--- config.mk ---
export PLATFORM = sky130hd
export DESIGN_NAME = cfg_regbank
export DESIGN_NICKNAME = d
export VERILOG_FILES = /design/src/rtl/cfgbank_pkg.sv /design/src/rtl/cfg_setup_capture.sv /design/src/rtl/cfg_addr_decode.sv /design/src/rtl/cfg_reg_array.sv /design/src/rtl/cfg_read_port.sv /design/src/rtl/cfg_regbank.sv
export SDC_FILE = /design/constraint.sdc
export NUM_CORES = 1
export LEC_CHECK = 0
export BUFFER_PORTS_ARGS = -buffer_cell sky130_fd_sc_hd__buf_2
export CAP_MARGIN = 20
export CORE_MARGIN = 2
export CORE_UTILIZATION = 60
export DETAILED_ROUTE_END_ITERATION = 7
export GPL_TIMING_DRIVEN = 0
export PLACE_DENSITY = 0.79
export SLEW_MARGIN = 20
export SYNTH_ARGS = -nofsm -noshare
export SYNTH_HDL_FRONTEND = slang
export SYNTH_SLANG_ARGS = --single-unit
export TNS_END_PERCENT = 20
--- constraint.sdc ---
create_clock -name apb_clk -period 2.5 [get_ports apb_clk]
set_input_delay 0.5 -clock apb_clk [delete_from_list [all_inputs] [get_ports apb_clk]]
set_output_delay 0.5 -clock apb_clk [all_outputs]
set_load 0.02 [all_outputs]
--- src/rtl/cfgbank_pkg.sv ---
package cfgbank_pkg;

  typedef enum logic [1:0] {
    PH_IDLE   = 2'd0,
    PH_SETUP  = 2'd1,
    PH_ACCESS = 2'd2
  } bus_phase_e;

  function automatic bus_phase_e phase_of(input logic sel, input logic enable);
    if (!sel)        return PH_IDLE;
    else if (!enable) return PH_SETUP;
    else             return PH_ACCESS;
  endfunction

endpackage

--- src/rtl/cfg_setup_capture.sv ---
module cfg_setup_capture #(
  parameter int WIDX_W = 10
) (
  input  logic              clk,
  input  logic              rst_n,
  input  logic              wr_setup,
  input  logic [WIDX_W-1:0] word_in,
  output logic              wr_hold,
  output logic [WIDX_W-1:0] word_hold
);

  always_ff @(negedge clk or negedge rst_n) begin
    if (!rst_n) begin
      wr_hold   <= 1'b0;
      word_hold <= '0;
    end else begin
      wr_hold <= wr_setup;
      if (wr_setup) begin
        word_hold <= word_in;
      end
    end
  end

endmodule

--- src/rtl/cfg_addr_decode.sv ---
module cfg_addr_decode #(
  parameter int WIDX_W   = 10,
  parameter int NUM_REGS = 8
) (
  input  logic [WIDX_W-1:0]   word,
  output logic [NUM_REGS-1:0] onehot
);

  for (genvar i = 0; i < NUM_REGS; i++) begin : g_dec
    assign onehot[i] = (word == WIDX_W'(i));
  end

endmodule

--- src/rtl/cfg_reg_array.sv ---
module cfg_reg_array #(
  parameter int NUM_REGS = 8,
  parameter int DATA_W   = 32
) (
  input  logic                             clk,
  input  logic                             rst_n,
  input  logic [NUM_REGS-1:0]              load_en,
  input  logic [DATA_W-1:0]                wdata,
  output logic [NUM_REGS-1:0][DATA_W-1:0]  q
);

  for (genvar i = 0; i < NUM_REGS; i++) begin : g_word
    always_ff @(posedge clk or negedge rst_n) begin
      if (!rst_n) begin
        q[i] <= '0;
      end else if (load_en[i]) begin
        q[i] <= wdata;
      end
    end
  end

endmodule

--- src/rtl/cfg_read_port.sv ---
module cfg_read_port #(
  parameter int NUM_REGS = 8,
  parameter int DATA_W   = 32
) (
  input  logic                            clk,
  input  logic                            rst_n,
  input  logic                            rd_setup,
  input  logic [NUM_REGS-1:0]             pick,
  input  logic [NUM_REGS-1:0][DATA_W-1:0] words,
  output logic [DATA_W-1:0]               rdata
);

  logic [DATA_W-1:0] picked;

  always_comb begin
    picked = '0;
    for (int i = 0; i < NUM_REGS; i++) begin
      picked = picked | (words[i] & {DATA_W{pick[i]}});
    end
  end

  always_ff @(posedge clk or negedge rst_n) begin
    if (!rst_n) begin
      rdata <= '0;
    end else if (rd_setup) begin
      rdata <= picked;
    end
  end

endmodule

--- src/rtl/cfg_regbank.sv ---
module cfg_regbank #(
  parameter int NUM_REGS = 8,
  parameter int DATA_W   = 32,
  parameter int ADDR_W   = 12
) (
  input  logic              apb_clk,
  input  logic              apb_rst_n,
  input  logic              apb_sel,
  input  logic              apb_enable,
  input  logic              apb_write,
  input  logic [ADDR_W-1:0] apb_addr,
  input  logic [DATA_W-1:0] apb_wdata,
  output logic [DATA_W-1:0] apb_rdata,
  output logic              apb_ready
);
  import cfgbank_pkg::*;

  localparam int WIDX_W = ADDR_W - 2;

  bus_phase_e                      phase;
  logic                            wr_setup;
  logic                            rd_setup;
  logic [WIDX_W-1:0]               word_now;
  logic                            wr_hold;
  logic [WIDX_W-1:0]               word_hold;
  logic [NUM_REGS-1:0]             wr_pick;
  logic [NUM_REGS-1:0]             rd_pick;
  logic [NUM_REGS-1:0]             load_en;
  logic [NUM_REGS-1:0][DATA_W-1:0] reg_q;
  logic [1:0]                      addr_lsb_unused;

  assign phase           = phase_of(apb_sel, apb_enable);
  assign wr_setup        = (phase == PH_SETUP) && apb_write;
  assign rd_setup        = (phase == PH_SETUP) && !apb_write;
  assign word_now        = apb_addr[ADDR_W-1:2];
  assign addr_lsb_unused = apb_addr[1:0];
  assign apb_ready       = 1'b1;

  cfg_setup_capture #(.WIDX_W(WIDX_W)) u_capture (
    .clk       (apb_clk),
    .rst_n     (apb_rst_n),
    .wr_setup  (wr_setup),
    .word_in   (word_now),
    .wr_hold   (wr_hold),
    .word_hold (word_hold)
  );

  cfg_addr_decode #(.WIDX_W(WIDX_W), .NUM_REGS(NUM_REGS)) u_wr_dec (
    .word   (word_hold),
    .onehot (wr_pick)
  );

  cfg_addr_decode #(.WIDX_W(WIDX_W), .NUM_REGS(NUM_REGS)) u_rd_dec (
    .word   (word_now),
    .onehot (rd_pick)
  );

  assign load_en = wr_pick & {NUM_REGS{wr_hold}};

  cfg_reg_array #(.NUM_REGS(NUM_REGS), .DATA_W(DATA_W)) u_regs (
    .clk     (apb_clk),
    .rst_n   (apb_rst_n),
    .load_en (load_en),
    .wdata   (apb_wdata),
    .q       (reg_q)
  );

  cfg_read_port #(.NUM_REGS(NUM_REGS), .DATA_W(DATA_W)) u_rd (
    .clk      (apb_clk),
    .rst_n    (apb_rst_n),
    .rd_setup (rd_setup),
    .pick     (rd_pick),
    .words    (reg_q),
    .rdata    (apb_rdata)
  );

endmodule

==> results of run 1 <==
-- layer usage --
metal  routed length [um]  global-route usage [%]  up-vias
met3                 2960                    5.89      113
li1                     -                       -     3774
met5                   13                       0        -
met1                15300                    44.4     4718
met2                17800                    50.6      442
met4                 1670                    14.3        2
-- registers in the layout (all words and copies together) (netlist names) --
register	count
u_capture.word_hold	10
u_capture.wr_hold	1
u_rd.rdata	32
u_regs.q	256
-- report_power, final --
group / leakage, uW / total, uW / switching [uW] / internal [uW]
logic: 0.00325 / 1020 / 551 / 473
clock network: 0.000525 / 4680 / 1930 / 2760
registers: 0.00383 / 5280 / 177 / 5110
total: 0.00760 / 11000 / 2650 / 8340
-- worst max-delay path: cells and delay by family, from the launching register on --
kind | cells | cell delay, ns
mux | 1 | 0.30
flops | 1 | 0.74
buf+inv | 3 | 0.39
simple gates | 2 | 0.39
-- kinds of logic (layout without fill, tap and decap cells) --
logic type / Yosys count / after routing / share of synthesized area [%]
other cells: 1 / 2 / 0.0278
flops: 299 / 299 / 55.4
mux: 353 / 353 / 30.1
simple gates: 100 / 100 / 4.91
buf+inv: 71 / 229 / 3.29
compound gates: 124 / 124 / 6.25
-- metrics by stage --
step / util [%] / hold slack, ns / instance area (um2)
after floorplan: - / 0.204 / 13600
after global placement: 65.2 / 0.461 / 14300
after detailed placement: 65.6 / 0.416 / 14400
after CTS: 73.8 / 0.254 / 16200
after global routing: 74.6 / 0.287 / 16400
final: 74.6 / 0.262 / 16400
-- synth_stat cells, types with 16 or more instances --
master	count	area share (%)
buf_2	19	0.70
mux4_2	16	2.7
dfrtp_1	288	53
a21oi_1	28	1.0
nand2_1	31	0.86
clkbuf_1	22	0.61
o21ai_0	16	0.59
mux2_2	252	21
buf_6	18	1.5
o22ai_1	18	0.83
mux2i_1	71	5.3
-- how the worst max path moves through the flow --
stage / start / endpoint / slack [ns] / cells after the start
2_1_floorplan: u_capture.word_hold[3] / u_regs.q[33] / -0.54 / 5
3_3_place_gp: apb_rst_n / u_capture.word_hold[2] / -5.64 / 1
3_5_place_dp: apb_addr[2] / u_capture.word_hold[0] / -1.18 / 5
4_1_cts: u_capture.word_hold[6] / u_regs.q[143] / -0.69 / 6
5_1_grt: u_capture.word_hold[3] / u_regs.q[55] / -0.75 / 6
6_report: u_capture.word_hold[0] / u_regs.q[166] / -0.68 / 6
-- layout make-up --
type                    count  area [um2]  share of cell area (%)
multi-input cells         578        6080                    37.1
diodes                      1        2.50                  0.0153
clock inverters            16         159                   0.971
repair buffers            101         812                    4.96
plain buffers              68         599                    3.66
flip-flops and latches    299        7480                    45.7
well taps                 280         350                    2.14
inverters                   2        7.51                  0.0459
clock buffers              42         877                    5.36
-- repair_timing --
action / 4_1_cts / 5_1_grt
endpoints found under the hold margin: 34 / 0
endpoints found under the setup margin: 258 / 266
setup buffers: 15 / 1
hold buffers: 1 / 0
cloned: 4 / 2
resized for setup: 145 / 27
pin swaps: 4 / 4
==> results.env, run 1 <==
TIMING.HOLD.WORST_PATH_DEPTH=2
TIMING.RR.END='u_regs.q[166]'
START_UTIL_PCT=61.5
FINAL.SETUP.TNS_NS=-153.99
CTS_MAX_PATH_BUFFERS=3
MOST_COMMON_CELL_AFTER_LAYOUT_FILL_AND_TAPS_ASIDE='dfrtp_1'
FINALMAXSLEWVIOLATIONS=0
PIN_COUNT_OF_THE_BIGGEST_NET_ENTERING_GLOBAL_ROUTING=102
TIMING.FINAL.WS_SETUP_NS=-0.683
GRT-OVFL-TOTAL=0
LAYOUT-DRIVE-GT1-SHARE_PCT=44.3
AVGSYNTHCELLAREA_UM2=14.2
POSTSYNTHREGISTERBITS=299
TOTAL_POWER_uW=11000
DRC=0
VIA_COUNT=9049
DIE_Y_UM=154
FF2FF_SETUP_SLACK_NS=-0.68
TRITONCTS_BUFFERS=31
MAX_STAGE_DELAY_CELL_WORST_PATH='dfrtn_1'
POSTSYNTH.TOPFLOPCELL='dfrtp_1'
PATH_COMMON_CELL='buf_6'
NETS_FINAL=1130
PLACE.PORT_BUFFERS=76
DP.FINAL_HPWL_UM=21600
MIN-DELAY-START='apb_wdata[2]'
MAX-SLEW-MARGIN-REL_PCT=19.9
TOTALWIRELENGTH_UM=37700
CORE.ROWCOUNT=54
REPORT.FINAL.SETUP_VIOL=257
RUN_STATUS='finished, violations left'
CP_DATA_REQUIRED_TIME_NS=2.94
CLOCK_TREE.HTREE_LEVEL_COUNT=1
FLOORPLAN.DIE.WIDTH_UM=154
CRITPATHCAPTURETYPE='register'
REGTOREGSTARTPOINT='u_capture.word_hold[0]'
CLOCK_INSERTION_DELAY_WORST_SKEW_NS=0.57
FIRST_ITER_VIOLATIONS=683
WORSTHOLDENDPOINT='u_regs.q[66]'
TIMING.CRITICAL_PATH.ARRIVAL_NS=3.63
MOST-COMMON-LAYOUT-CELLS='dfrtp_1 (288), mux2_2 (138), mux2_4 (119)'
TIMING.MAX_CAP.VIOLATIONS=0
FINALNONFILLERCELLS=1387
TOP_LEVEL_PORTS=82
HP-CLASS='in -> reg'
MAPPEDNETLISTNETS=997
POST_SYNTHESIS_INSTANCE_TOTAL=948
ROUTE.DETAILED.WL_PER_INST_UM=27.2
SYNTH-EDFF-COUNT=0
RATIO_OF_TOTAL_POWER_TO_CELL_AREA_nW_PER_UM2=671
ROUTABILITYCONGESTION=0.815
ANT_NETS=0
PATH_CELLS='nand2_1 > nor2_4 > buf_6 > buf_6 > buf_12 > mux2_4'
SYNTH_AREA_UM2=13500
DETAILEDPLACE.WORSTSLACK_NS=-1.18
IR_WORST_VDD_V=0.000548
FINAL-HOLD-VIOLATION-COUNT=0
CORE-AREA_UM2=22000
WORST-R2R-CELL-COUNT=6
TRITONCTS='built'
FINALCLOCKSKEW_NS=0.0187
WORST_SETUP_HOLD_PATH_CLK_SLEW_NS=0.06
RSZ0062_AT_GRT='true'
STATIC_LEAKAGE_POWER_uW=0.00760
DIEAREA_UM2=23700
SYNTH.LIB_CELLS_USED.DISTINCT=52
ROOT_BUFFER='clkbuf_16'
DRT-PASS1-ITER-COUNT=5
POST_SYNTHESIS_SEQUENTIAL_AREA_RATIO_PCT=55.4
GRT_ANTENNA_BEFORE_REPAIR=3
AREA.GROWTH.SYNTH_TO_FINAL_PCT=21.2
FAILED_CHECKS='setup timing'
WORST-SETUP-PATH-TYPE='reg -> reg'
STARTPOINT_TYPE='register'
TRITONCTS_NUM_SINKS=299
PLACED_CELLS=1307
GLOBAL_ROUTE.USAGE.TOTAL_PCT=32.2
FIRST_GLOBAL_VIAS=9512
ASYNC_RESET_FF_SHARE_PCT=100
DRT-VIAS-PER-INSTANCE=6.52
FIRST_PASS_GRT_WIRE_LENGTH_UM=57600
TIMING_WORST_SLEW_PIN_VALUE_NS=1.20
YOSYSWARNINGCOUNT=0
CRITICAL_PATH_PEAK_FANOUT=9
N_FILL_CELL=1318
WORST_PATH_LARGEST_CELL_DELAY_NS=0.74
Note: power is estimated with default switching activity, not from simulation.
==> run 2, diff against run 1 <==
--- a/config.mk
+++ b/config.mk
@@ -8,10 +8,10 @@
 export BUFFER_PORTS_ARGS = -buffer_cell sky130_fd_sc_hd__buf_2
 export CAP_MARGIN = 20
 export CORE_MARGIN = 2
-export CORE_UTILIZATION = 60
+export CORE_UTILIZATION = 55
 export DETAILED_ROUTE_END_ITERATION = 7
 export GPL_TIMING_DRIVEN = 0
-export PLACE_DENSITY = 0.79
+export PLACE_DENSITY = 0.76
 export SLEW_MARGIN = 20
 export SYNTH_ARGS = -nofsm -noshare
 export SYNTH_HDL_FRONTEND = slang
==> constraint.sdc (replaced) <==
create_clock -name apb_clk -period 2.8 [get_ports apb_clk]
set_input_delay 0.56 -clock apb_clk [delete_from_list [all_inputs] [get_ports apb_clk]]
set_output_delay 0.56 -clock apb_clk [all_outputs]
set_load 0.02 [all_outputs]
==> results.env, run 2 (synthesis results as in run 1) <==
WORST_PATH_DOMINANT_CELL_FAMILY='simple AND/OR/NAND/NOR gates'
FIRST_ITER_VIOLATIONS=829
CLOCK_TREE.HTREE_LEVEL_COUNT=1
LARGEST_REGISTER_FFS=256
AREA.GROWTH.SYNTH_TO_FINAL_PCT=20.9
DRC=0
NETS_FINAL=1129
MOST_COMMON_CELL_AFTER_LAYOUT_FILL_AND_TAPS_ASIDE='dfrtp_1'
TOP_LEVEL_PORTS=82
DIE_Y_UM=161
START_UTIL_PCT=55.9
DRT-PASS1-ITER-COUNT=5
FIRST_PASS_GRT_WIRE_LENGTH_UM=55900
PLACE.PORT_BUFFERS=76
CORE-AREA_UM2=24200
REGMOSTFLOPS='u_regs.q'
WORST-SETUP-PATH-TYPE='reg -> reg'
PATH_CELLS='nor4_4 > nand3b_4 > nor3b_4 > buf_6 > buf_12 > mux2_2'
TIMING_WORST_SLEW_PIN_VALUE_NS=1.17
MAX-SLEW-MARGIN-REL_PCT=22.0
HP-CLASS='in -> async'
STARTPOINT_TYPE='register'
FINAL-HOLD-VIOLATION-COUNT=0
FINALMAXSLEWVIOLATIONS=0
RSZ0062_AT_GRT='true'
ROUTABILITYCONGESTION=0.808
CRITICAL_PATH_PEAK_FANOUT=10
DETAILEDPLACE.WORSTSLACK_NS=-0.967
CP_DATA_REQUIRED_TIME_NS=3.24
VIA_COUNT=8830
FAILED_CHECKS='setup timing'
CORE.ROWCOUNT=57
ANT_NETS=0
CRITICAL_PATH.N_BUFFERS_INVERTERS=2
TOTALWIRELENGTH_UM=36900
IR_WORST_VDD_V=0.000289
GRT_ANTENNA_BEFORE_REPAIR=2
GRT-OVFL-TOTAL=0
TIMING.FINAL.WS_SETUP_NS=-0.625
WORST_SETUP_HOLD_PATH_CLK_SLEW_NS=0.07
STATIC_LEAKAGE_POWER_uW=0.00755
MOST-COMMON-LAYOUT-CELLS='dfrtp_1 (288), mux2_2 (143), mux2_4 (114)'
TIMING.MAX_CAP.VIOLATIONS=0
GLOBAL_ROUTE.USAGE.TOTAL_PCT=28.7
CRITPATHCAPTURETYPE='register'
WORST_PATH_LARGEST_CELL_DELAY_NS=0.40
TIMING.CRITICAL_PATH.ARRIVAL_NS=3.87
ROOT_BUFFER='clkbuf_16'
FLOORPLAN.DIE.WIDTH_UM=161
MAX_STAGE_DELAY_CELL_WORST_PATH='nor4_4'
RATIO_OF_TOTAL_POWER_TO_CELL_AREA_nW_PER_UM2=590
PIN_COUNT_OF_THE_BIGGEST_NET_ENTERING_GLOBAL_ROUTING=92
LARGEST_REGISTERS='u_regs.q x256, u_rd.rdata x32, u_capture.word_hold x10'
LAYOUT-DRIVE-GT1-SHARE_PCT=44.1
ROUTE.DETAILED.WL_PER_INST_UM=25.9
TRITONCTS='built'
FINAL.SETUP.TNS_NS=-134.69
HOLDBUFCOUNTCTS=0
DIEAREA_UM2=25800
CLOCK_INSERTION_DELAY_WORST_SKEW_NS=0.56
REPORT.FINAL.SETUP_VIOL=256
CTS_MAX_PATH_BUFFERS=3
DRT-VIAS-PER-INSTANCE=6.19
RUN_STATUS='finished, violations left'
FINALCLOCKSKEW_NS=0.0154
DP.FINAL_HPWL_UM=22000
FIRST_GLOBAL_VIAS=9143
TRITONCTS_BUFFERS=30
TRITONCTS_NUM_SINKS=299
## run 2: final cells by class
type | count | area [um2]
Multi-Input combinational cell | 578 | 6060
Clock buffer | 42 | 877
Tap cell | 324 | 405
Timing Repair Buffer | 101 | 803
Inverter | 2 | 7.51
Clock inverter | 11 | 105
Buffer | 68 | 584
Fill cell | 1643 | 7850
Sequential cell | 299 | 7480
Antenna cell | 1 | 2.50
## run 2: per-stage QoR
step / hold slack [ns] / utilization, % / cells / instance area, um2 / power (uW)
final: 0.00726 / 67.5 / 1426 / 16300 / 9640
after global routing: 0.0729 / 67.5 / 1426 / 16300 / 9930
after CTS: 0.0325 / 66.3 / 1419 / 16000 / 9630
after detailed placement: 0.469 / 59.8 / 1351 / 14500 / 5620
after global placement: 0.463 / 59.4 / 1348 / 14400 / 5570
after floorplan: 0.264 / - / 948 / 13600 / 5250
## run 2: metal layers
layer / routed length, um / vias to the layer above / global-route usage [%]
met4: 1060 / 0 / 9.98
met5: 0 / - / 0
li1: - / 3777 / -
met2: 17600 / 336 / 46.0
met1: 15800 / 4649 / 40.4
met3: 2480 / 68 / 4.47
## run 2: worst paths after layout
kind	start	endpoint	slack, ns	cells after the start
min reg2reg	u_rd.rdata[15]	u_rd.rdata[15]	0.48	2
min in group apb_clk	apb_wdata[9]	u_regs.q[73]	0.33	2
max reg2reg	u_capture.word_hold[3]	u_regs.q[46]	-0.63	6
max	u_capture.word_hold[3]	u_regs.q[46]	-0.63	6
min	apb_rst_n	u_regs.q[0]	0.007	1
max in group asynchronous	apb_rst_n	u_capture.word_hold[0]	1.02	1
## run 2: timing repair
item | 4_1_cts | 5_1_grt
pin swaps | 6 | 5
buffers inserted | 14 | 3
gates resized for setup | 102 | 52
gates cloned | 2 | 3
endpoints found under the setup margin | 257 | 257
## run 2: power breakdown
part	switching [uW]	leakage (uW)	total, uW	internal (uW)
registers	155	0.00383	4710	4560
logic	483	0.00322	904	421
clock network	1680	0.000495	4020	2350
